===== config.mk =====
export PLATFORM = sky130hd
export DESIGN_NAME = pin_sync_tx
export DESIGN_NICKNAME = d
export VERILOG_FILES = /design/src/rtl/pin_sync_tx_pkg.sv /design/src/rtl/pst_router.sv /design/src/rtl/pst_ctrl.sv /design/src/rtl/pst_shifter.sv /design/src/rtl/pin_sync_tx.sv
export SDC_FILE = /design/constraint.sdc
export NUM_CORES = 1
export LEC_CHECK = 0
export BUFFER_PORTS_ARGS = -buffer_cell sky130_fd_sc_hd__buf_4
export CORE_MARGIN = 5
export CORE_UTILIZATION = 59
export CTS_CLUSTER_DIAMETER = 80
export CTS_CLUSTER_SIZE = 20
export DETAILED_ROUTE_END_ITERATION = 8
export PLACE_DENSITY = 0.81
export SETUP_SLACK_MARGIN = 0.05
export SLEW_MARGIN = 20
export SYNTH_ARGS = -nofsm -noshare
export SYNTH_HDL_FRONTEND = slang
export SYNTH_SLANG_ARGS = --single-unit

===== constraint.sdc =====
create_clock -name clk -period 2.9 [get_ports clk]
set_input_delay 0.435 -clock clk [delete_from_list [all_inputs] [get_ports clk]]
set_output_delay 0.435 -clock clk [all_outputs]
set_load 0.01 [all_outputs]

===== src/rtl/pin_sync_tx_pkg.sv =====
package pin_sync_tx_pkg;
  localparam int DATA_W = 32;
  localparam int LEN_W  = $clog2(DATA_W);
  localparam int SEL_W  = 4;
  localparam int CMB_W  = 3;
  localparam int MODE_W = 5;

  localparam logic [MODE_W-1:0] MODE_OFF     = 5'b00000;
  localparam logic [MODE_W-1:0] MODE_SYNC_TX = 5'b11100;

  localparam logic [CMB_W-1:0] CMB_AND = 3'b001;
  localparam logic [CMB_W-1:0] CMB_OR  = 3'b010;
  localparam logic [CMB_W-1:0] CMB_XOR = 3'b011;

  typedef struct packed {
    logic              msbFirst;
    logic [LEN_W-1:0]  lenM1;
    logic [SEL_W-1:0]  bSel;
    logic [SEL_W-1:0]  aSel;
    logic [CMB_W-1:0]  comb;
    logic [1:0]        oeCtl;
    logic [MODE_W-1:0] mode;
  } cellCfg_t;

  // strobes from control to datapath
  typedef struct packed {
    logic clear;
    logic load;
    logic shift;
  } shCtl_t;
endpackage


===== src/rtl/pst_router.sv =====
module pst_router
  import pin_sync_tx_pkg::*;
#(
  parameter int REACH = 3,
  localparam int WIN = 2 * REACH + 1
) (
  input  logic [WIN-1:0]   nearPins,
  input  logic             hostOut,
  input  logic [SEL_W-1:0] aSel,
  input  logic [SEL_W-1:0] bSel,
  input  logic [CMB_W-1:0] comb,
  output logic             aRes,
  output logic             bRes
);
  logic [SEL_W-1:0] selArr [2];
  logic [1:0]       picked;

  assign selArr[0] = aSel;
  assign selArr[1] = bSel;

  for (genvar g = 0; g < 2; g++) begin : g_sel
    logic raw;
    always_comb begin
      unique case (selArr[g][2:0])
        3'd0: raw = nearPins[REACH];
        3'd1: raw = nearPins[REACH+1];
        3'd2: raw = nearPins[REACH+2];
        3'd3: raw = nearPins[REACH+3];
        3'd4: raw = hostOut;
        3'd5: raw = nearPins[REACH-3];
        3'd6: raw = nearPins[REACH-2];
        default: raw = nearPins[REACH-1];
      endcase
    end
    assign picked[g] = raw ^ selArr[g][SEL_W-1];
  end

  always_comb begin
    unique case (comb)
      CMB_AND: aRes = picked[0] & picked[1];
      CMB_OR:  aRes = picked[0] | picked[1];
      CMB_XOR: aRes = picked[0] ^ picked[1];
      default: aRes = picked[0];
    endcase
  end

  assign bRes = picked[1];
endmodule


===== src/rtl/pst_ctrl.sv =====
module pst_ctrl
  import pin_sync_tx_pkg::*;
#(
  parameter int SYNC_STAGES = 2,
  localparam int CNT_W = LEN_W + 1
) (
  input  logic             clk,
  input  logic             rstN,
  input  logic             enable,
  input  logic             bRes,
  input  logic             dataWr,
  input  logic [LEN_W-1:0] lenM1,
  input  logic             statClr,
  output shCtl_t           ctl,
  output logic             busy,
  output logic             done,
  output logic             clkFall
);
  logic [SYNC_STAGES-1:0] syncQ;
  logic                   bPrev;
  logic [CNT_W-1:0]       remain;
  logic                   loadOk;
  logic                   finish;

  assign clkFall = bPrev & ~syncQ[SYNC_STAGES-1];
  assign loadOk  = enable & dataWr & ~busy;
  assign finish  = busy & clkFall & (remain == CNT_W'(1));

  assign ctl.clear = ~enable;
  assign ctl.load  = loadOk;
  assign ctl.shift = busy & clkFall & (remain != CNT_W'(1));

  always_ff @(posedge clk or negedge rstN) begin
    if (!rstN) begin
      syncQ <= '0;
      bPrev <= 1'b0;
    end else if (!enable) begin
      syncQ <= '0;
      bPrev <= 1'b0;
    end else begin
      syncQ <= SYNC_STAGES'({syncQ, bRes});
      bPrev <= syncQ[SYNC_STAGES-1];
    end
  end

  always_ff @(posedge clk or negedge rstN) begin
    if (!rstN) begin
      remain <= '0;
      busy   <= 1'b0;
      done   <= 1'b0;
    end else if (!enable) begin
      remain <= '0;
      busy   <= 1'b0;
      done   <= 1'b0;
    end else begin
      if (loadOk) begin
        remain <= {1'b0, lenM1} + CNT_W'(1);
        busy   <= 1'b1;
        done   <= 1'b0;
      end else if (busy && clkFall) begin
        remain <= remain - CNT_W'(1);
        if (finish) begin
          busy <= 1'b0;
          done <= 1'b1;
        end
      end else if (statClr) begin
        done <= 1'b0;
      end
    end
  end
endmodule


===== src/rtl/pst_shifter.sv =====
module pst_shifter
  import pin_sync_tx_pkg::*;
(
  input  logic              clk,
  input  logic              rstN,
  input  shCtl_t            ctl,
  input  logic [DATA_W-1:0] dataIn,
  input  logic [LEN_W-1:0]  lenM1,
  input  logic              msbFirst,
  output logic              txBit
);
  localparam logic [LEN_W-1:0] TOP_IDX = LEN_W'(DATA_W - 1);

  logic [DATA_W-1:0] shReg;
  logic              msbReg;
  logic [LEN_W-1:0]  alignAmt;

  assign alignAmt = TOP_IDX - lenM1;

  always_ff @(posedge clk or negedge rstN) begin
    if (!rstN) begin
      shReg  <= '0;
      msbReg <= 1'b0;
    end else if (ctl.clear) begin
      shReg  <= '0;
      msbReg <= 1'b0;
    end else if (ctl.load) begin
      msbReg <= msbFirst;
      shReg  <= msbFirst ? (dataIn << alignAmt) : dataIn;
    end else if (ctl.shift) begin
      shReg  <= msbReg ? (shReg << 1) : (shReg >> 1);
    end
  end

  assign txBit = msbReg ? shReg[DATA_W-1] : shReg[0];
endmodule


===== src/rtl/pin_sync_tx.sv =====
module pin_sync_tx
  import pin_sync_tx_pkg::*;
#(
  parameter int REACH = 3,
  parameter int SYNC_STAGES = 2,
  localparam int WIN = 2 * REACH + 1,
  localparam int CFG_W = $bits(cellCfg_t)
) (
  input  logic              clk,
  input  logic              rstN,
  input  logic [WIN-1:0]    nearPins,
  input  logic              hostOut,
  input  logic              hostDir,
  input  logic              cfgWr,
  input  logic [CFG_W-1:0]  cfgWord,
  input  logic              dataWr,
  input  logic [DATA_W-1:0] dataIn,
  input  logic              statRd,
  input  logic              statAck,
  output logic              pinOut,
  output logic              pinOe,
  output logic              pinIn,
  output logic              statDone
);
  cellCfg_t cfgReg;
  shCtl_t   ctl;
  logic     aRes, bRes, busy, done, clkFall, txBit;
  logic     active, smartOn;
  logic     unusedOeHi;

  always_ff @(posedge clk or negedge rstN) begin
    if (!rstN) cfgReg <= '0;
    else if (cfgWr) cfgReg <= cellCfg_t'(cfgWord);
  end

  assign active     = (cfgReg.mode == MODE_SYNC_TX);
  assign smartOn    = (cfgReg.mode != MODE_OFF);
  assign unusedOeHi = cfgReg.oeCtl[1];

  pst_router #(.REACH(REACH)) u_router (
    .nearPins(nearPins), .hostOut(hostOut),
    .aSel(cfgReg.aSel), .bSel(cfgReg.bSel), .comb(cfgReg.comb),
    .aRes(aRes), .bRes(bRes)
  );

  pst_ctrl #(.SYNC_STAGES(SYNC_STAGES)) u_ctrl (
    .clk(clk), .rstN(rstN), .enable(active), .bRes(bRes),
    .dataWr(dataWr), .lenM1(cfgReg.lenM1), .statClr(statRd | statAck),
    .ctl(ctl), .busy(busy), .done(done), .clkFall(clkFall)
  );

  pst_shifter u_shift (
    .clk(clk), .rstN(rstN), .ctl(ctl), .dataIn(dataIn),
    .lenM1(cfgReg.lenM1), .msbFirst(cfgReg.msbFirst), .txBit(txBit)
  );

  assign pinOut   = active ? txBit : hostOut;
  assign pinOe    = smartOn ? cfgReg.oeCtl[0] : hostDir;
  assign pinIn    = active ? done : aRes;
  assign statDone = done;
endmodule


## Word-level counts from Yosys, hierarchy flattened

Index checks and enable logic that the tools add are counted.
W data, S select, Z words.

| word-level totals | value |
|---|---|
| input port bits | 71 |
| register bits | 67 |

| operators by class | value |
|---|---|
| reductions and logical operators | 6 |
| bitwise operators | 14 |
| equality and inequality tests | 24 |
| muxes and demuxes | 28 |
| add/sub/neg operators | 3 |
| shift-type cells | 1 |

Operators with widths:

| kind | number |
|---|---|
| $mux W32 | 5 |
| $shl A32 B5 Y32 | 1 |
| $eq A3 B2 Y1 const B | 6 |
| $eq A3 B3 Y1 const B | 6 |
| $mux W6 | 3 |
| $mux W1 | 16 |
| $pmux W1 S7 | 2 |
| $eq A3 B1 Y1 const B | 3 |
| $and A1 B1 Y1 | 7 |
| $add A5 B1 Y6 const B | 1 |
| $eq A6 B1 Y1 const B | 1 |
| $logic_not A3 Y1 | 2 |
| $ne A3 B1 Y1 const B | 2 |
| $ne A6 B1 Y1 const B | 1 |
| $sub A6 B1 Y6 const B | 1 |
| $eq A5 B5 Y1 const B | 1 |
| $reduce_bool A5 Y1 | 1 |
| $sub A5 B5 Y5 const A | 1 |
| $ne A4 B1 Y1 const B | 1 |
| $ne A4 B2 Y1 const B | 1 |
| $reduce_and A2 Y1 | 2 |
| $ne A3 B2 Y1 const B | 1 |
| $pmux W1 S3 | 1 |
| $xor A1 B1 Y1 | 3 |
| other kinds (5) | 7 |

## Logic depth before layout (Yosys ltp)

Gate-level depths: netlist (run 1).

| logic depth | value |
|---|---|
| depth after elaboration | 8 |
| mapped depth | 10 |

## By module

Synthesis (run 1) repeated with hierarchy kept, for this count alone.

| second synthesis, totals | value |
|---|---|
| cell total of the unflattened synthesis | 543 |
| area total of the unflattened synthesis | 5667.9 sq um |

Modules (own cells, without submodules):

| module | times used | area each (sq um) | cells each | seq. area each (sq um) |
|---|---|---|---|---|
| pst_shifter | 1 | 3809.9 | 393 | 825.8 |
| pin_sync_tx | 1 | 920.9 | 57 | 575.6 |
| pst_ctrl | 1 | 706.9 | 76 | 275.3 |
| pst_router | 1 | 230.2 | 17 | 0.0 |

## Worst setup path before layout (run 1)

OpenSTA, ideal clock, no wires.

| path | value |
|---|---|
| path type | input port to output port |
| from | input port nearPins[2] |
| to | output port pinIn |
| path slack | 0.326 ns |
| stages | 10 |
| buffers on the path | 0 |
| data arrival time | 2.139 ns |
| required time | 2.465 ns |
| path through | mux4_2 -> mux2i_1 -> xor2_1 -> inv_1 -> ha_1 -> nand2b_1 -> nand3_1 -> a21oi_1 -> a21oi_1 -> a21oi_1 |

| on the way | value |
|---|---|
| word-level cells in the longest chain between the ends | 5 |

Ends and longest elaborated chain:

| element | line | source |
|---|---|---|
| start: declaration | pin_sync_tx.sv:11 | `input logic [WIN-1:0] nearPins,` |
| $pmux W1 S7 | pst_router.sv:24 | `unique case (selArr[g][2:0])` |
| $xor A1 B1 Y1 | pst_router.sv:35 | `assign picked[g] = raw ^ selArr[g][SEL_W-1];` |
| $xor A1 B1 Y1 (tied with other cells) | pst_router.sv:42 | `CMB_XOR: aRes = picked[0] ^ picked[1];` |
| $pmux W1 S3 * | pst_router.sv:39 | `unique case (comb)` |
| $mux W1 * | pin_sync_tx.sv:59 | `assign pinIn = active ? done : aRes;` |
| end: declaration | pin_sync_tx.sv:22 | `output logic pinIn,` |

Mark *: on every way between the ends. The rest lies on a longest branch, timed or not.

## Final worst setup path (run 1)

| path | value |
|---|---|
| from | register cfgReg[14] (netlist name) |
| to | output port pinIn |

| on the way | value |
|---|---|
| word-level cells in the longest chain between the ends | 6 |

Ends and longest elaborated chain:

| element | line | source |
|---|---|---|
| start: declaration | pin_sync_tx.sv:25 | `cellCfg_t cfgReg;` |
| start signal: assignment | pin_sync_tx.sv:33 | `else if (cfgWr) cfgReg <= cellCfg_t'(cfgWord);` |
| $eq A3 B3 Y1 (tied with other cells) | pst_router.sv:24 |  |
| $pmux W1 S7 * | pst_router.sv:24 |  |
| $xor A1 B1 Y1 * | pst_router.sv:35 |  |
| $xor A1 B1 Y1 (tied with other cells) | pst_router.sv:42 |  |
| $pmux W1 S3 * | pst_router.sv:39 |  |
| $mux W1 * | pin_sync_tx.sv:59 |  |

Marks and branches as above.

==> results of run 1 <==
[stage by stage]
step	hold slack (ns)	setup TNS (ns)	instances	setup WS (ns)
finish	0.155	-0.173	738	-0.173
global route	0.248	-0.337	738	-0.337
CTS	0.226	-0.166	738	-0.166
detailed placement	0.450	0	722	0.0978
global placement	0.438	0	722	0.107
floorplan	0.139	0	554	0.326
[Yosys cell counts, types with 11 or more instances]
cell	instances
mux2i_1	47
mux4_2	19
nand2_1	48
o21ai_0	20
nor3_1	13
clkbuf_1	25
mux2_2	33
o211ai_1	14
mux4_1	15
a221oi_1	11
a21oi_1	35
buf_2	14
nor2_1	47
dfrtp_1	67
[power groups by stage]
stage	sequential (W)	clock, W	combinational, W
floorplan	0.00102	0	0.000556
global placement	0.00105	0	0.000805
detailed placement	0.00105	0	0.000826
CTS	0.00104	0.000744	0.000828
global route	0.00105	0.000799	0.000901
finish	0.00104	0.000743	0.000847
[state kept, by name (all words and copies together) (netlist names)]
| register | flops |
|---|---|
| cfgReg | 23 |
| u_ctrl.bPrev | 1 |
| u_ctrl.busy | 1 |
| u_ctrl.done | 1 |
| u_ctrl.remain | 6 |
| u_ctrl.syncQ | 2 |
| u_shift.msbReg | 1 |
| u_shift.shReg | 32 |
[repair_timing]
| action | 4_1_cts | 5_1_grt |
|---|---|---|
| pin swaps | 3 | 1 |
| buffers inserted | 0 | 0 |
| hold buffers | 0 | 0 |
| endpoints found under the setup margin | 1 | 1 |
| cloned | 0 | 0 |
[layout by cell type (no fill, tap or decap), types with 4 or more instances in the layout]
master	netlist	routed
o211ai_1	14	14
a21oi_1	35	35
ha_1	5	5
nand3_1	10	10
inv_1	9	9
nand2_1	48	48
mux4_2	19	19
nand2b_1	8	8
mux2_2	33	33
o2bb2ai_1	7	7
nor3_1	13	13
a211oi_1	7	7
mux2i_1	47	47
a31oi_1	4	4
o21ai_0	20	20
a2111oi_0	4	4
a221oi_1	11	11
xnor2_1	7	7
clkbuf_8	0	9
nor2_1	47	47
buf_4	1	104
dfrtp_1	67	66
mux4_1	15	15
[how the worst max path moves through the flow]
stage                           start     to
after detailed placement  nearPins[2]  pinIn
after CTS                  cfgReg[14]  pinIn
after floorplan           nearPins[2]  pinIn
after global routing       cfgReg[14]  pinIn
after global placement    nearPins[2]  pinIn
final                      cfgReg[14]  pinIn
[cell type report]
cell class	instances	area, µm²	area share
Multi-Input combinational cell	429	3580	0.558
Sequential cell	67	1680	0.261
Inverter	10	37.5	0.00585
Timing Repair Buffer	105	801	0.125
Clock buffer	9	124	0.0193
Clock inverter	7	61.3	0.00955
Tap cell	111	139	0.0216
[logic make-up (layout without fill, tap and decap cells)]
group | count (synthesis) | after routing
DFF | 67 | 67
AOI/OAI and AO/OA | 147 | 147
muxes | 115 | 115
buffers and inverters | 58 | 131
adders and majority gates | 5 | 5
xor gates and xnor gates | 10 | 10
and+or+nand+nor | 152 | 152
[per-layer routing]
layer  vias up  share of wire  GRT usage  routed length [µm]
li1       2287              -          -                   -
met1      2529           0.38      0.385                6320
met2       343           0.47      0.483                7830
met3        86           0.10     0.0855                1730
met4         0          0.048      0.130                 802
met5         -              0          0                   0
[critical path, delay by kind of cell (launching register included)]
family	cells	cell delay, ns
xor gates and xnor gates	1	0.20
and+or+nand+nor	2	0.16
adders and majority gates	1	0.27
buffers and inverters	2	0.21
muxes	2	0.70
AOI/OAI and AO/OA	3	0.33
DFF	1	0.41
==> results.json, run 1 <==
{
  "status": "complete, but fails checks",
  "violations": "negative setup slack",
  "ctsResizeCount": 0,
  "path_cells": "mux4_2, mux2i_1, xor2_1, inv_1, ha_1, nand2b_1, nand3_1, a21oi_1, a21oi_1, a21oi_1, buf_4",
  "synth_area_leader_cell": "dfrtp_1",
  "grt_pass1_wl_um": 27300,
  "io_buffer_count": 73,
  "crit_required_ns": 2.47,
  "netlist_area_um2": 5530,
  "seqPwrFrac": 0.395,
  "setup_viol": 1,
  "gp_congestion": 1.02,
  "num_io_pins": 75,
  "cts_inserted_buffers": 9,
  "cap_violations": 0,
  "dp_hpwl_um": 12300,
  "synthCells": 554,
  "route.detailed.drc": 0,
  "crit_arrival_ns": 2.64,
  "layout-drive-gt1-share": 0.292,
  "clock-sinks": 67,
  "num_vias": 5245,
  "slew_headroom": 0.428,
  "ys_ff_latch": 67,
  "cpMostUsedCell": "a21oi_1",
  "yosys_warnings": 0,
  "crit_type": "register to output pin",
  "power.total_w": 0.00263,
  "synth_flop_cell": "dfrtp_1",
  "max_clock_freq_mhz": 325,
  "fp.dieH_um": 107,
  "synth_edf_count": 0,
  "rsz0062_at_grt": "yes",
  "synth_cell_type_count": 69,
  "clockBufferDepth": 2,
  "first_pass_iters": 6,
  "synth_top_area_frac": 0.303,
  "drtAntennaViolNets": 0,
  "fin_area_um2": 6420,
  "viasPerCell": 7.11,
  "htreeDepth": 3,
  "r2r_cells": 5,
  "synthXorXnorAreaFrac": 0.0158,
  "place_area_um2": 6240,
  "fp.coreArea_um2": 9200,
  "synth_top_family_by_area": "multiplexers",
  "overflow": 0,
  "ys_top_cells_by_area": "dfrtp_1 (30%), mux2i_1 (8.5%), mux4_2 (7.7%)",
  "reg2reg_to": "u_shift.shReg[24]",
  "layout.nets": 698,
  "cts_tree": "done",
  "synth_fp_nets": 630,
  "slew_viol_final": 0,
  "crit-reg2reg-launch": "cfgReg[18]",
  "seq_area_frac_synth": 0.303,
  "dieArea_um2": 11400,
  "fillCellCount": 700,
  "final.min_clock_period_ns": 3.07,
  "slowest_stage": "mux4_2",
  "initial_core_util": 0.601,
  "yosys.area_share.simple": 0.127,
  "grt_max_degree": 68,
  "wl_um": 16700,
  "layout_setup_ws_ns": -0.173,
  "r2r_slack_ns": 0.23,
  "clockPowerShare": 0.283,
  "critPathCaptureType": "output pin",
  "worstMarginPinSlew_ns": 0.855,
  "synth_fa_ha_area_frac": 0.0113,
  "power.share.combinational": 0.322,
  "syn_to_final_growth_pct": 16.1,
  "clkLatencyLatePin_ns": 0.36,
  "crit_fanout": 3,
  "min_path_type": "primary input to async pin",
  "muxShareOfSynthArea": 0.305,
  "num_rows": 35,
  "synth.avg_cell_area_um2": 9.98,
  "grt_usage": 0.302,
  "antenna_found_initial": 0,
  "dr.first_iter.drc_count": 786,
  "swShare": 0.350,
  "clk_pin_slew_ns": 0.09,
  "post-route-period-util": 1.06,
  "powerDensity_nw_per_um2": 409,
  "num_antenna_cells": 0,
  "hold_viol_final": 0,
  "synth_compound_area_frac": 0.189,
  "crit_path_start_kind": "register",
  "max_stage_delay_ns": 0.51,
  "wl_per_cell_um": 22.6,
  "async_reset_ff_frac": 1.00,
  "cts_root_buffer": "clkbuf_8",
  "p_sw_w": 0.000921,
  "ir_drop_v": 0.000407,
  "p_int_w": 0.00171,
  "die_x_um": 107,
  "fin_util": 0.698,
  "fin_skew_ns": 0.00967,
  "first_global_vias": 5255,
  "p_leak_nw": 2.63
}
(Power assumes the default switching activity.)
==> run 2, diff against run 1 <==
- BUFFER_PORTS_ARGS: -buffer_cell sky130_fd_sc_hd__buf_4 -> -buffer_cell sky130_fd_sc_hd__buf_2
==> results.json, run 2 (synthesized netlist as in run 1, its figures left out) <==
{
  "cts_tree": "done",
  "p_sw_w": 0.000915,
  "viasPerCell": 7.15,
  "crit_type": "register to output pin",
  "clockBufferDepth": 2,
  "grt_usage": 0.313,
  "min_path_type": "primary input to async pin",
  "htreeDepth": 3,
  "clk_pin_slew_ns": 0.09,
  "ir_drop_v": 0.000348,
  "setup_viol": 1,
  "route.detailed.drc": 0,
  "p_int_w": 0.00176,
  "violations": "negative setup slack",
  "first_pass_iters": 5,
  "clockPowerShare": 0.302,
  "reg.largest.list": "u_shift.shReg x32, cfgReg x23, u_ctrl.remain x6",
  "dr.first_iter.drc_count": 555,
  "clkLatencyLatePin_ns": 0.35,
  "layout_common_cells": "buf_2 (73), dfrtp_1 (65), nand2_1 (48)",
  "antenna_found_initial": 0,
  "cts_root_buffer": "clkbuf_8",
  "num_vias": 5270,
  "crit_path_start_kind": "register",
  "clock-sinks": 67,
  "die_x_um": 107,
  "critPathCaptureType": "output pin",
  "crit_fanout": 3,
  "overflow": 0,
  "fin_skew_ns": 0.0127,
  "initial_core_util": 0.601,
  "num_io_pins": 75,
  "worstMarginPinSlew_ns": 0.762,
  "place_area_um2": 6070,
  "status": "complete, but fails checks",
  "dieArea_um2": 11400,
  "fin_util": 0.682,
  "fin_area_um2": 6270,
  "drtAntennaViolNets": 0,
  "largest_register_ffs": 32,
  "syn_to_final_growth_pct": 13.5,
  "hold_viol_final": 0,
  "first_global_vias": 5322,
  "p_leak_nw": 2.58,
  "dp_hpwl_um": 12700,
  "post-route-period-util": 1.07,
  "fp.dieH_um": 107,
  "final.min_clock_period_ns": 3.10,
  "grt_pass1_wl_um": 28100,
  "num_antenna_cells": 0,
  "final_common_cell": "buf_2",
  "layout_setup_ws_ns": -0.203,
  "gp_congestion": 0.961,
  "post-cts-setup-buffer-count": 0,
  "rsz0062_at_grt": "yes",
  "power.share.combinational": 0.308,
  "fin_worst_hold_slack_ns": 0.158,
  "ctsHoldBuffers": 0,
  "wl_per_cell_um": 23.4,
  "seqPwrFrac": 0.389,
  "grt_max_degree": 40,
  "num_rows": 35,
  "cts_inserted_buffers": 9,
  "power.total_w": 0.00267,
  "wl_um": 17200,
  "fp.coreArea_um2": 9200,
  "layout-drive-gt1-share": 0.294,
  "slew_viol_final": 0,
  "cap_violations": 0,
  "crit_arrival_ns": 2.67,
  "slew_headroom": 0.492,
  "top_register": "u_shift.shReg",
  "powerDensity_nw_per_um2": 426,
  "fin_cells": 737,
  "dp.cells": 721,
  "io_buffer_count": 73,
  "crit_required_ns": 2.47,
  "swShare": 0.343,
  "layout.nets": 697,
  "max_clock_freq_mhz": 322,
  "fillCellCount": 730
}
[run 2: timing repair]
action | CTS | global route
gates resized for setup | 0 | 2
pin swaps | 2 | 0
setup endpoints to repair | 1 | 1
hold endpoints to repair | 0 | 0
[run 2: metrics by stage]
| stage | setup TNS [ns] | setup WS (ns) |
|---|---|---|
| 3_5_place_dp | 0 | 0.0574 |
| 3_3_place_gp | 0 | 0.129 |
| 4_1_cts | -0.218 | -0.218 |
| 2_1_floorplan | 0 | 0.326 |
| 6_report | -0.203 | -0.203 |
| 5_1_grt | -0.401 | -0.401 |
[run 2: layout make-up]
class | instances | area [µm²] | share of cell area
flip-flops and latches | 67 | 1680 | 0.268
well taps | 111 | 139 | 0.0221
repair buffers | 104 | 636 | 0.101
inverters | 10 | 37.5 | 0.00598
multi-input cells | 429 | 3580 | 0.571
clock buffers | 9 | 124 | 0.0197
clock inverters | 7 | 73.8 | 0.0118
[run 2: power by group through the flow]
| stage | sequential [W] | combinational [W] | clock (W) |
|---|---|---|---|
| floorplan | 0.00102 | 0.000556 | 0 |
| global placement | 0.00105 | 0.000782 | 0 |
| detailed placement | 0.00106 | 0.000800 | 0 |
| CTS | 0.00104 | 0.000804 | 0.000812 |
| global route | 0.00105 | 0.000880 | 0.000867 |
| finish | 0.00104 | 0.000823 | 0.000808 |
[run 2: critical path, cell delays in order (launching register included)]
cell,delay [ns]
dfrtp_2,0.40
mux4_2,0.50
mux2i_1,0.19
xor2_1,0.19
inv_1,0.06
ha_1,0.28
nand2b_1,0.15
nand3_1,0.11
a21oi_2,0.06
a21oi_1,0.13
a21oi_1,0.08
buf_2,0.16
[run 2: worst paths after layout]
kind                            slack [ns]           endpoint             from  depth (start not counted)
worst max-delay path                 -0.20              pinIn       cfgReg[14]                         11
worst min-delay path                  0.16          cfgReg[7]             rstN                          1
worst max register to register        0.40  u_shift.shReg[24]       cfgReg[18]                          6
worst min register to register        0.47    u_ctrl.syncQ[1]  u_ctrl.syncQ[0]                          1
max in group asynchronous             1.80    u_ctrl.syncQ[0]             rstN                          3
min in group clk                      0.31         cfgReg[11]      cfgWord[11]                          2
[run 2: layer usage]
layer,up-vias,wire (µm),GRT usage
met1,2540,6660,0.410
li1,2285,-,-
met4,0,767,0.131
met2,362,8200,0.514
met5,-,0,0
met3,83,1610,0.0542
